<file path="config.mk">
export PLATFORM = sky130hd
export DESIGN_NAME = rtc_timekeeper
export DESIGN_NICKNAME = d
export VERILOG_FILES = /design/src/rtl/rtc_tk_pkg.sv /design/src/rtl/tk_bcd_field.sv /design/src/rtl/tk_prescaler.sv /design/src/rtl/tk_pulse_cal.sv /design/src/rtl/rtc_timekeeper.sv
export SDC_FILE = /design/constraint.sdc
export NUM_CORES = 1
export LEC_CHECK = 0
export ABC_AREA = 1
export BUFFER_PORTS_ARGS = -buffer_cell sky130_fd_sc_hd__buf_4
export CAP_MARGIN = 20
export CORE_MARGIN = 5
export CORE_UTILIZATION = 52
export CTS_BUF_LIST = sky130_fd_sc_hd__clkbuf_4
export DETAILED_ROUTE_END_ITERATION = 10
export PLACE_DENSITY = 0.71
export SLEW_MARGIN = 20
export SYNTH_ARGS = -nofsm -noshare
export SYNTH_HDL_FRONTEND = slang
export SYNTH_SLANG_ARGS = --single-unit
</file>
<file path="constraint.sdc">
create_clock -name clk -period 2.2 [get_ports clk]
set_clock_uncertainty 0.1 [all_clocks]
set_input_delay 0.33 -clock clk [delete_from_list [all_inputs] [get_ports clk]]
set_output_delay 0.33 -clock clk [all_outputs]
set_load 0.01 [all_outputs]
</file>
<file path="src/rtl/rtc_tk_pkg.sv">
package rtc_tk_pkg;

    localparam logic [1:0] ADDR_SEC  = 2'd0;
    localparam logic [1:0] ADDR_MIN  = 2'd1;
    localparam logic [1:0] ADDR_HOUR = 2'd2;
    localparam logic [1:0] ADDR_CTRL = 2'd3;

    typedef enum logic [1:0] {
        CAL_IDLE = 2'd0,
        CAL_ADD  = 2'd1,
        CAL_DROP = 2'd2
    } cal_state_e;

    // Packed BCD increment; result {wrap, next}. Only the low digit 9 carries.
    function automatic logic [8:0] bcd_step(input logic [7:0] v, input logic [7:0] last);
        logic [3:0] hi_n;
        logic [3:0] lo_n;
        if (v == last) begin
            return 9'h100;
        end
        if (v[3:0] == 4'd9) begin
            hi_n = v[7:4] + 4'd1;
            return {1'b0, hi_n, 4'd0};
        end
        lo_n = v[3:0] + 4'd1;
        return {1'b0, v[7:4], lo_n};
    endfunction

endpackage

</file>
<file path="src/rtl/tk_bcd_field.sv">
module tk_bcd_field
    import rtc_tk_pkg::*;
#(
    parameter int          W    = 7,
    parameter logic [7:0]  LAST = 8'h59
) (
    input  logic         clk,
    input  logic         rst_n,
    input  logic         inc,
    input  logic         ld,
    input  logic [W-1:0] ld_data,
    output logic [W-1:0] val
);

    logic [8:0] stepped;

    always_comb begin
        stepped = bcd_step(8'(val), LAST);
    end

    always_ff @(posedge clk) begin
        if (!rst_n) begin
            val <= '0;
        end else if (ld) begin
            val <= ld_data;
        end else if (inc) begin
            val <= stepped[W-1:0];
        end
    end

endmodule

</file>
<file path="src/rtl/tk_prescaler.sv">
module tk_prescaler #(
    parameter int TB_DIV = 32
) (
    input  logic clk,
    input  logic rst_n,
    input  logic eff_pulse,
    input  logic clr,
    output logic sec_adv
);

    localparam int            PS_W    = (TB_DIV > 2) ? $clog2(TB_DIV) : 1;
    localparam logic [PS_W-1:0] PS_LAST = PS_W'(TB_DIV - 1);

    logic [PS_W-1:0] pre_q;

    always_comb begin
        sec_adv = eff_pulse && (pre_q == PS_LAST) && !clr;
    end

    always_ff @(posedge clk) begin
        if (!rst_n) begin
            pre_q <= '0;
        end else if (clr) begin
            pre_q <= '0;
        end else if (eff_pulse) begin
            pre_q <= (pre_q == PS_LAST) ? '0 : pre_q + 1'b1;
        end
    end

endmodule

</file>
<file path="src/rtl/tk_pulse_cal.sv">
module tk_pulse_cal
    import rtc_tk_pkg::*;
#(
    parameter int CAL_W      = 5,
    parameter int CAL_PERIOD = 64
) (
    input  logic             clk,
    input  logic             rst_n,
    input  logic             tb_pulse,
    input  logic             halt,
    input  logic             cal_add,
    input  logic [CAL_W-1:0] cal_mag,
    input  logic             sec_adv,
    output logic             eff_pulse
);

    localparam int               PER_W    = (CAL_PERIOD > 2) ? $clog2(CAL_PERIOD) : 1;
    localparam logic [PER_W-1:0] PER_LAST = PER_W'(CAL_PERIOD - 1);

    cal_state_e       state_q, state_d;
    logic [CAL_W-1:0] left_q, left_d;
    logic [PER_W-1:0] per_q, per_d;
    logic             take;

    // Output process: effective pulse and unit consumption per state
    always_comb begin
        take      = 1'b0;
        eff_pulse = tb_pulse && !halt;
        unique case (state_q)
            CAL_IDLE: begin
            end
            CAL_ADD: begin
                if (!halt && !tb_pulse) begin
                    eff_pulse = 1'b1;
                    take      = 1'b1;
                end
            end
            CAL_DROP: begin
                if (!halt && tb_pulse) begin
                    eff_pulse = 1'b0;
                    take      = 1'b1;
                end
            end
            default: begin
            end
        endcase
    end

    // Next-state process: consumption, period count, boundary reload
    always_comb begin
        state_d = state_q;
        left_d  = left_q;
        per_d   = per_q;
        if (take) begin
            left_d = left_q - 1'b1;
            if (left_q == CAL_W'(1)) begin
                state_d = CAL_IDLE;
            end
        end
        if (sec_adv) begin
            if (per_q == PER_LAST) begin
                per_d  = '0;
                left_d = cal_mag;
                if (cal_mag == '0) begin
                    state_d = CAL_IDLE;
                end else if (cal_add) begin
                    state_d = CAL_ADD;
                end else begin
                    state_d = CAL_DROP;
                end
            end else begin
                per_d = per_q + 1'b1;
            end
        end
    end

    // State register
    always_ff @(posedge clk) begin
        if (!rst_n) begin
            state_q <= CAL_IDLE;
            left_q  <= '0;
            per_q   <= '0;
        end else begin
            state_q <= state_d;
            left_q  <= left_d;
            per_q   <= per_d;
        end
    end

endmodule

</file>
<file path="src/rtl/rtc_timekeeper.sv">
module rtc_timekeeper
    import rtc_tk_pkg::*;
#(
    parameter int TB_DIV     = 32,
    parameter int CAL_PERIOD = 64,
    parameter int CAL_W      = 5
) (
    input  logic       clk,
    input  logic       rst_n,
    input  logic       tb_pulse,
    input  logic       wr_en,
    input  logic [1:0] wr_addr,
    input  logic [7:0] wr_data,
    input  logic [1:0] rd_addr,
    output logic [7:0] rd_data,
    output logic       sec_tick
);

    localparam int SEC_W  = 7;
    localparam int HOUR_W = 6;

    logic             halt_q;
    logic             sign_q;
    logic [CAL_W-1:0] mag_q;

    logic             eff_pulse;
    logic             sec_adv;
    logic             time_wr;
    logic             ld_sec, ld_min, ld_hour;
    logic             min_inc, hour_inc;
    logic [SEC_W-1:0] sec_v, min_v;
    logic [HOUR_W-1:0] hour_v;

    always_comb begin
        time_wr  = wr_en && (wr_addr != ADDR_CTRL);
        ld_sec   = wr_en && (wr_addr == ADDR_SEC);
        ld_min   = wr_en && (wr_addr == ADDR_MIN);
        ld_hour  = wr_en && (wr_addr == ADDR_HOUR);
        min_inc  = sec_adv && (sec_v == 7'h59);
        hour_inc = min_inc && (min_v == 7'h59);
        sec_tick = sec_adv;
    end

    always_ff @(posedge clk) begin
        if (!rst_n) begin
            halt_q <= 1'b0;
            sign_q <= 1'b0;
            mag_q  <= '0;
        end else if (wr_en && (wr_addr == ADDR_CTRL)) begin
            halt_q <= wr_data[7];
            sign_q <= wr_data[6];
            mag_q  <= wr_data[CAL_W-1:0];
        end
    end

    tk_pulse_cal #(
        .CAL_W      (CAL_W),
        .CAL_PERIOD (CAL_PERIOD)
    ) cal_i (
        .clk       (clk),
        .rst_n     (rst_n),
        .tb_pulse  (tb_pulse),
        .halt      (halt_q),
        .cal_add   (sign_q),
        .cal_mag   (mag_q),
        .sec_adv   (sec_adv),
        .eff_pulse (eff_pulse)
    );

    tk_prescaler #(
        .TB_DIV (TB_DIV)
    ) pre_i (
        .clk       (clk),
        .rst_n     (rst_n),
        .eff_pulse (eff_pulse),
        .clr       (time_wr),
        .sec_adv   (sec_adv)
    );

    tk_bcd_field #(.W(SEC_W), .LAST(8'h59)) sec_i (
        .clk (clk), .rst_n (rst_n), .inc (sec_adv), .ld (ld_sec),
        .ld_data (wr_data[SEC_W-1:0]), .val (sec_v)
    );

    tk_bcd_field #(.W(SEC_W), .LAST(8'h59)) min_i (
        .clk (clk), .rst_n (rst_n), .inc (min_inc), .ld (ld_min),
        .ld_data (wr_data[SEC_W-1:0]), .val (min_v)
    );

    tk_bcd_field #(.W(HOUR_W), .LAST(8'h23)) hour_i (
        .clk (clk), .rst_n (rst_n), .inc (hour_inc), .ld (ld_hour),
        .ld_data (wr_data[HOUR_W-1:0]), .val (hour_v)
    );

    always_comb begin
        rd_data = '0;
        unique case (rd_addr)
            ADDR_SEC:  rd_data = {1'b0, sec_v};
            ADDR_MIN:  rd_data = {1'b0, min_v};
            ADDR_HOUR: rd_data = {2'b00, hour_v};
            ADDR_CTRL: begin
                rd_data[7]         = halt_q;
                rd_data[6]         = sign_q;
                rd_data[CAL_W-1:0] = mag_q;
            end
            default:   rd_data = '0;
        endcase
    end

endmodule

</file>
==> results.toml, run 1 <==
[outcome]
outcome = "complete, no violations"

[clock_tree]
clock-sinks = 45
clk_pin_slew_worst_paths_ns = 0.15
cts_root_buf = "clkbuf_4"
numCtsBuffers = 5
htreeDepth = 2
insertion_delay_ns = 0.39
cts_tree = "yes"
clk_path_buf_depth = 2

[synth]
synth_nets = 428
synth_edf_count = 0
synth_compound_area_frac = 0.188
synthXorXnorAreaFrac = 0.0324
synthMuxAreaShare = 0.00370
synth_seq_area_share = 0.333
yosysUniqueCellTypes = 35
synth-main-ff-cell = "dfxtp_1"
synthAdderAreaFrac = 0.0648
async_flop_share = 0
ys_ff_latch = 45
syn_avg_cell_area_sq_um = 6.79
synth_top_family_by_area = "simple AND/OR/NAND/NOR gates"
ys_warn_count = 0
synth_simple_gate_area_share = 0.293
netlist_area_sq_um = 2700
synth_cells = 398

[final_layout]
final_util = 0.607
drive_above_1_share = 0.132
diodes = 0
area.growth.synth_to_final_pct = 13.9
nets = 462
regArea_sq_um = 902
multi_input_area_sq_um = 1580
fillCellCount = 510

[floorplan]
start_util = 0.533
dieArea_sq_um = 6740
coreArea_sq_um = 5070
io_pins = 25
die_w_um = 82.1
rows = 26
die_h_um = 82.1

[critical_path]
critical_path_peak_fanout = 4
critPathRequiredTime_ns = 1.77
crit_chain = "inv_1 > ha_1 > inv_1 > nand3_1 > nand2_2 > nand3_4 > inv_4 > buf_4"
arrival_ns = 1.69
crit_path_end_kind = "primary output"
crit_family = "flip-flops"
worstSetupStartpointType = "register"
path_class = "register to primary output"
cpMaxStageDelayCell = "dfxtp_2"
cpPeakStageDelay_ns = 0.36
critPathMostFrequentCell = "inv_1"
crit_buf_inv = 4

[global_routing]
grt_pass1_vias = 2352
overflow = 0
antenna_found_initial = 0
grt_max_degree = 23
grt_usage = 0.208
grt_pass1_wl_um = 10800

[placed_design]
dp_hpwl_um = 4900
routabilityCongestion = 0.841
io_buffers = 24

[routing]
detail_route.vias_per_cell = 5.30
drt_iter0_drc = 154
route.detailed.drc = 0
vias = 2667
firstDrtPassIters = 4
ant_nets = 0
routedWlPerCell_um = 13.1
wirelength_um = 6570

[timing]
hold_violations = 0
finalSetupTns_ns = 0
finalCritPeriodShare = 0.964
min_period_ns = 2.12
holdWs_ns = 0.122
fmax_ghz = 0.471
setup_viol_count_final = 0
worst_pin_slew_ns = 0.508
drv_slew = 0
max-slew-margin-rel = 0.660

[pwr]
swShare = 0.297
ir_worst_vdd_uv = 320
power.switching_mw = 0.433
power_frac_clock = 0.297
pwr-share-seq = 0.581
p_per_area_nw_per_um2 = 474
power.leakage_nw = 1.32
p_int_mw = 1.03
power_frac_comb = 0.122

[flow_run]
max-cap-violations = 0

[min_path]
hp-class = "input pin to register"
-- placed cells by master (no fill, tap or decap), types with 2 or more instances in the layout --
cell type	count
dfxtp_1	44
inv_1	50
clkbuf_4	5
nor3b_1	2
ha_1	14
nand3_1	27
nand4_1	5
nor2_1	42
clkinv_4	2
o22ai_1	6
a21oi_1	37
o31ai_1	2
o2111ai_1	5
xor2_1	7
nand2_2	3
a31oi_1	2
nand2_1	83
inv_2	2
xnor2_1	3
nor3_1	5
o21ai_1	2
nor2_2	2
nand3b_1	2
o21ai_0	32
buf_4	33
nand2_4	2
o211ai_1	2
-- cell usage after synthesis (6+ instances only) --
| library cell | count | share of area |
|---|---|---|
| nand3_1 | 27 | 0.050 |
| a21oi_1 | 38 | 0.070 |
| nor2_1 | 42 | 0.058 |
| o21ai_0 | 33 | 0.061 |
| inv_1 | 50 | 0.069 |
| ha_1 | 14 | 0.065 |
| xor2_1 | 7 | 0.023 |
| nand2_1 | 83 | 0.12 |
| o22ai_1 | 6 | 0.014 |
| dfxtp_1 | 45 | 0.33 |
-- worst reg2reg max path, stage by stage, from the launching register on --
cell and delay (ns):
dfxtp_2 0.36, inv_1 0.05, ha_1 0.30, inv_1 0.08, nand3_1 0.13, nand2_2 0.12
nand3_4 0.08, buf_4 0.18, nor2_4 0.19, inv_1 0.13, o211ai_1 0.17, inv_1 0.05
-- kinds of logic (layout without fill, tap and decap cells) --
| logic type | after synthesis | count (layout) |
|---|---|---|
| buf+inv | 60 | 95 |
| flops | 45 | 45 |
| fa+ha+maj | 14 | 14 |
| simple gates | 177 | 177 |
| compound gates | 91 | 91 |
| xor+xnor | 10 | 10 |
| mux | 1 | 1 |
-- registers in the layout (all words and copies together), names as in the netlist --
register,flops
hour_i.val,6
cal_i.left_q,5
pre_i.pre_q,5
halt_q,1
cal_i.state_q,2
cal_i.per_q,6
min_i.val,7
sec_i.val,7
sign_q,1
mag_q,5
-- area by class of cell --
class | instances | area share
clock buffers | 5 | 0.0122
clock inverters | 3 | 0.00731
inverters | 54 | 0.0666
multi-input cells | 293 | 0.512
flip-flops and latches | 45 | 0.293
well taps | 70 | 0.0284
repair buffers | 33 | 0.0805
-- stage by stage --
| step | worst slack [ns] | total power [mW] | instances | cell area [sq um] |
|---|---|---|---|---|
| floorplan | 0.405 | 0.970 | 398 | 2700 |
| global placement | 0.241 | 1.04 | 488 | 2960 |
| detailed placement | 0.177 | 1.04 | 488 | 2960 |
| CTS | 0.0426 | 1.46 | 498 | 3040 |
| global route | -0.00521 | 1.52 | 503 | 3080 |
| finish | 0.0783 | 1.46 | 503 | 3080 |
-- layer usage --
metal | vias to the layer above | share of wire | GRT usage | wire [um]
met5 | - | 0 | 0 | 0
met4 | 0 | 0.029 | 0.0997 | 189
met3 | 13 | 0.046 | 0.0369 | 300
met2 | 53 | 0.46 | 0.345 | 3000
met1 | 1215 | 0.47 | 0.260 | 3070
li1 | 1386 | - | - | -
-- worst paths after layout --
check	from	to	slack [ns]	cells after the start
max	cal_i.state_q[0]	sec_tick	0.08	8
min reg2reg	sign_q	cal_i.state_q[1]	0.36	1
min	wr_data[7]	halt_q	0.12	3
max reg2reg	cal_i.state_q[0]	cal_i.left_q[3]	0.18	11
-- power groups by stage --
stage	sequential (mW)	clock (mW)	combinational, mW
2_1_floorplan	0.861	0	0.109
3_3_place_gp	0.865	0	0.174
3_5_place_dp	0.865	0	0.174
4_1_cts	0.848	0.440	0.177
5_1_grt	0.851	0.475	0.198
6_report	0.848	0.433	0.178
-- timing repair --
| item | in CTS | in global routing |
|---|---|---|
| gates resized for setup | 0 | 3 |
| hold buffers | 0 | 0 |
| pin swaps | 1 | 2 |
| setup endpoints to repair | 1 | 9 |
| setup buffers | 2 | 5 |
No activity file was read; power rests on OpenSTA's default activity.
==> run 2, diff against run 1 <==
Settings changed: BUFFER_PORTS_ARGS -buffer_cell sky130_fd_sc_hd__buf_4 to -buffer_cell sky130_fd_sc_hd__buf_2.
==> run 2 against run 1 <==
Setup slack improved by 0.026 ns. Power increased by 4.4%. Final cell count shrank 0.20%. Routed wire length grew 3.5%. Die area is the same. Clock-buffer cell count unchanged. Register-to-register slack lost 0.04 ns. Sequential share of layout area up 0.51 points. Cell area shrank 1.4%. Hold slack better by 0.037 ns. Utilization down 0.86 points. Critical path type unchanged. Largest cell class unchanged. Largest power group unchanged.
==> results.toml, run 2 (same netlist as run 1, synthesis figures left out) <==
[outcome]
outcome = "complete, no violations"

[final_layout]
final_common_cell = "nand2_1"
final_cell_mix = "83 x nand2_1, 50 x inv_1, 42 x nor2_1, 42 x dfxtp_1, 38 x a21oi_1"
fillCellCount = 503
reg_top3 = "min_i.val (7), sec_i.val (7)"
area.growth.synth_to_final_pct = 12.3
final_area_sq_um = 3040
nets = 462
diodes = 0
regArea_sq_um = 905
drive_above_1_share = 0.137
multi_input_area_sq_um = 1580

[timing]
fmax_ghz = 0.477
hold_violations = 0
setup_viol_count_final = 0
rsz0062_at_grt = "yes"
holdWs_ns = 0.159
finalCritPeriodShare = 0.953
drv_slew = 0
setup_ws_ns = 0.104
max-slew-margin-rel = 0.651
finalSetupTns_ns = 0
worst_pin_slew_ns = 0.522
min_period_ns = 2.10

[clock_tree]
clock-sinks = 45
numCtsBuffers = 5
clk_pin_slew_worst_paths_ns = 0.13
cts_root_buf = "clkbuf_4"
cts_tree = "yes"
clk_path_buf_depth = 2
insertion_delay_ns = 0.36
htreeDepth = 2
holdBufCountCts = 0

[critical_path]
critPathRequiredTime_ns = 1.77
arrival_ns = 1.67
rrSetupSlack_ns = 0.14
crit_family = "flip-flops"
crit_path_end_kind = "primary output"
critPathMostFrequentCell = "inv_1"
critical_path_peak_fanout = 6
worstSetupStartpointType = "register"
crit_chain = "inv_1 > ha_1 > inv_1 > nand3_1 > nand2_2 > nand3_4 > inv_4 > buf_2"
cpMaxStageDelayCell = "dfxtp_2"
crit_buf_inv = 4
path_class = "register to primary output"
cpPeakStageDelay_ns = 0.35

[global_routing]
grt_pass1_vias = 2418
overflow = 0
grt_usage = 0.216
antenna_found_initial = 0
grt_max_degree = 22
grt_pass1_wl_um = 11300

[floorplan]
coreArea_sq_um = 5070
dieArea_sq_um = 6740
rows = 26
start_util = 0.533
die_h_um = 82.1
die_w_um = 82.1
io_pins = 25

[routing]
firstDrtPassIters = 4
detail_route.vias_per_cell = 5.31
wirelength_um = 6790
vias = 2668
drt_iter0_drc = 139
routedWlPerCell_um = 13.5
route.detailed.drc = 0
ant_nets = 0

[pwr]
power.total_mw = 1.52
power.leakage_nw = 1.31
p_per_area_nw_per_um2 = 502
ir_worst_vdd_uv = 280

[placed_design]
place_ws_ns = 0.158
io_buffers = 24
routabilityCongestion = 0.860
dp_hpwl_um = 5050
placed_cell_area_sq_um = 2920

[flow_run]
max-cap-violations = 0

[min_path]
hp-class = "input pin to register"
==> run 2: changes by cell type in the layout (fill, tap and decap cells not counted) <==
cell,before,now
buf_2,0,24
a21oi_1,37,38
dfxtp_1,44,42
bufinv_16,0,1
ha_1,14,12
clkinv_4,2,0
a21oi_2,1,0
ha_2,0,2
dfxtp_2,1,3
buf_4,33,9
==> run 2: layer usage <==
| metal | vias to the layer above | part of all wire | wire, um | GRT usage |
|---|---|---|---|---|
| met1 | 1223 | 0.45 | 3080 | 0.278 |
| met5 | - | 0 | 0 | 0 |
| met2 | 52 | 0.49 | 3340 | 0.355 |
| met3 | 8 | 0.043 | 289 | 0.0456 |
| met4 | 0 | 0.013 | 86 | 0.0764 |
| li1 | 1385 | - | - | - |
==> run 2: power by group <==
| group | internal, mW | leakage, nW | switching (mW) |
|---|---|---|---|
| registers | 0.833 | 0.366 | 0.0164 |
| logic | 0.0586 | 0.901 | 0.114 |
| clock network | 0.232 | 0.0410 | 0.269 |
| total | 1.12 | 1.31 | 0.400 |
==> run 2: worst register-to-register path, stage by stage, from the launching register on <==
cell and delay [ns]:
dfxtp_2 0.37, ha_2 0.18, nand2_1 0.06, nor2_1 0.10, ha_2 0.22, inv_1 0.06
a21oi_1 0.21, nand4_1 0.25, nand2_2 0.22, nand3_1 0.09, nand2_1 0.06, nor2_1 0.04
==> run 2: layout make-up <==
cell class                 count  share of cell area
tap                           70              0.0289
sequential                    45               0.298
timing repair buffer          33              0.0618
inverter                      54              0.0676
clock inverter                 2              0.0115
clock buffer                   5              0.0124
multi-input combinational    293               0.520
==> run 2: what timing repair did <==
action                     4_1_cts  5_1_grt
setup endpoints to repair        1       10
gates resized for setup          0        6
pin swaps                        1        4
setup buffers                    2        3
==> run 2: final timing paths <==
kind                       to        startpoint  cells after the start
max                  sec_tick  cal_i.state_q[0]                      8
min                  mag_q[2]        wr_data[2]                      3
max reg2reg     hour_i.val[4]    pre_i.pre_q[0]                     11
min reg2reg  cal_i.state_q[1]            sign_q                      1
==> run 2: per-stage QoR <==
step	instances	util
global placement	490	0.575
CTS	499	0.592
finish	502	0.598
global route	502	0.598
detailed placement	490	0.575
floorplan	398	-
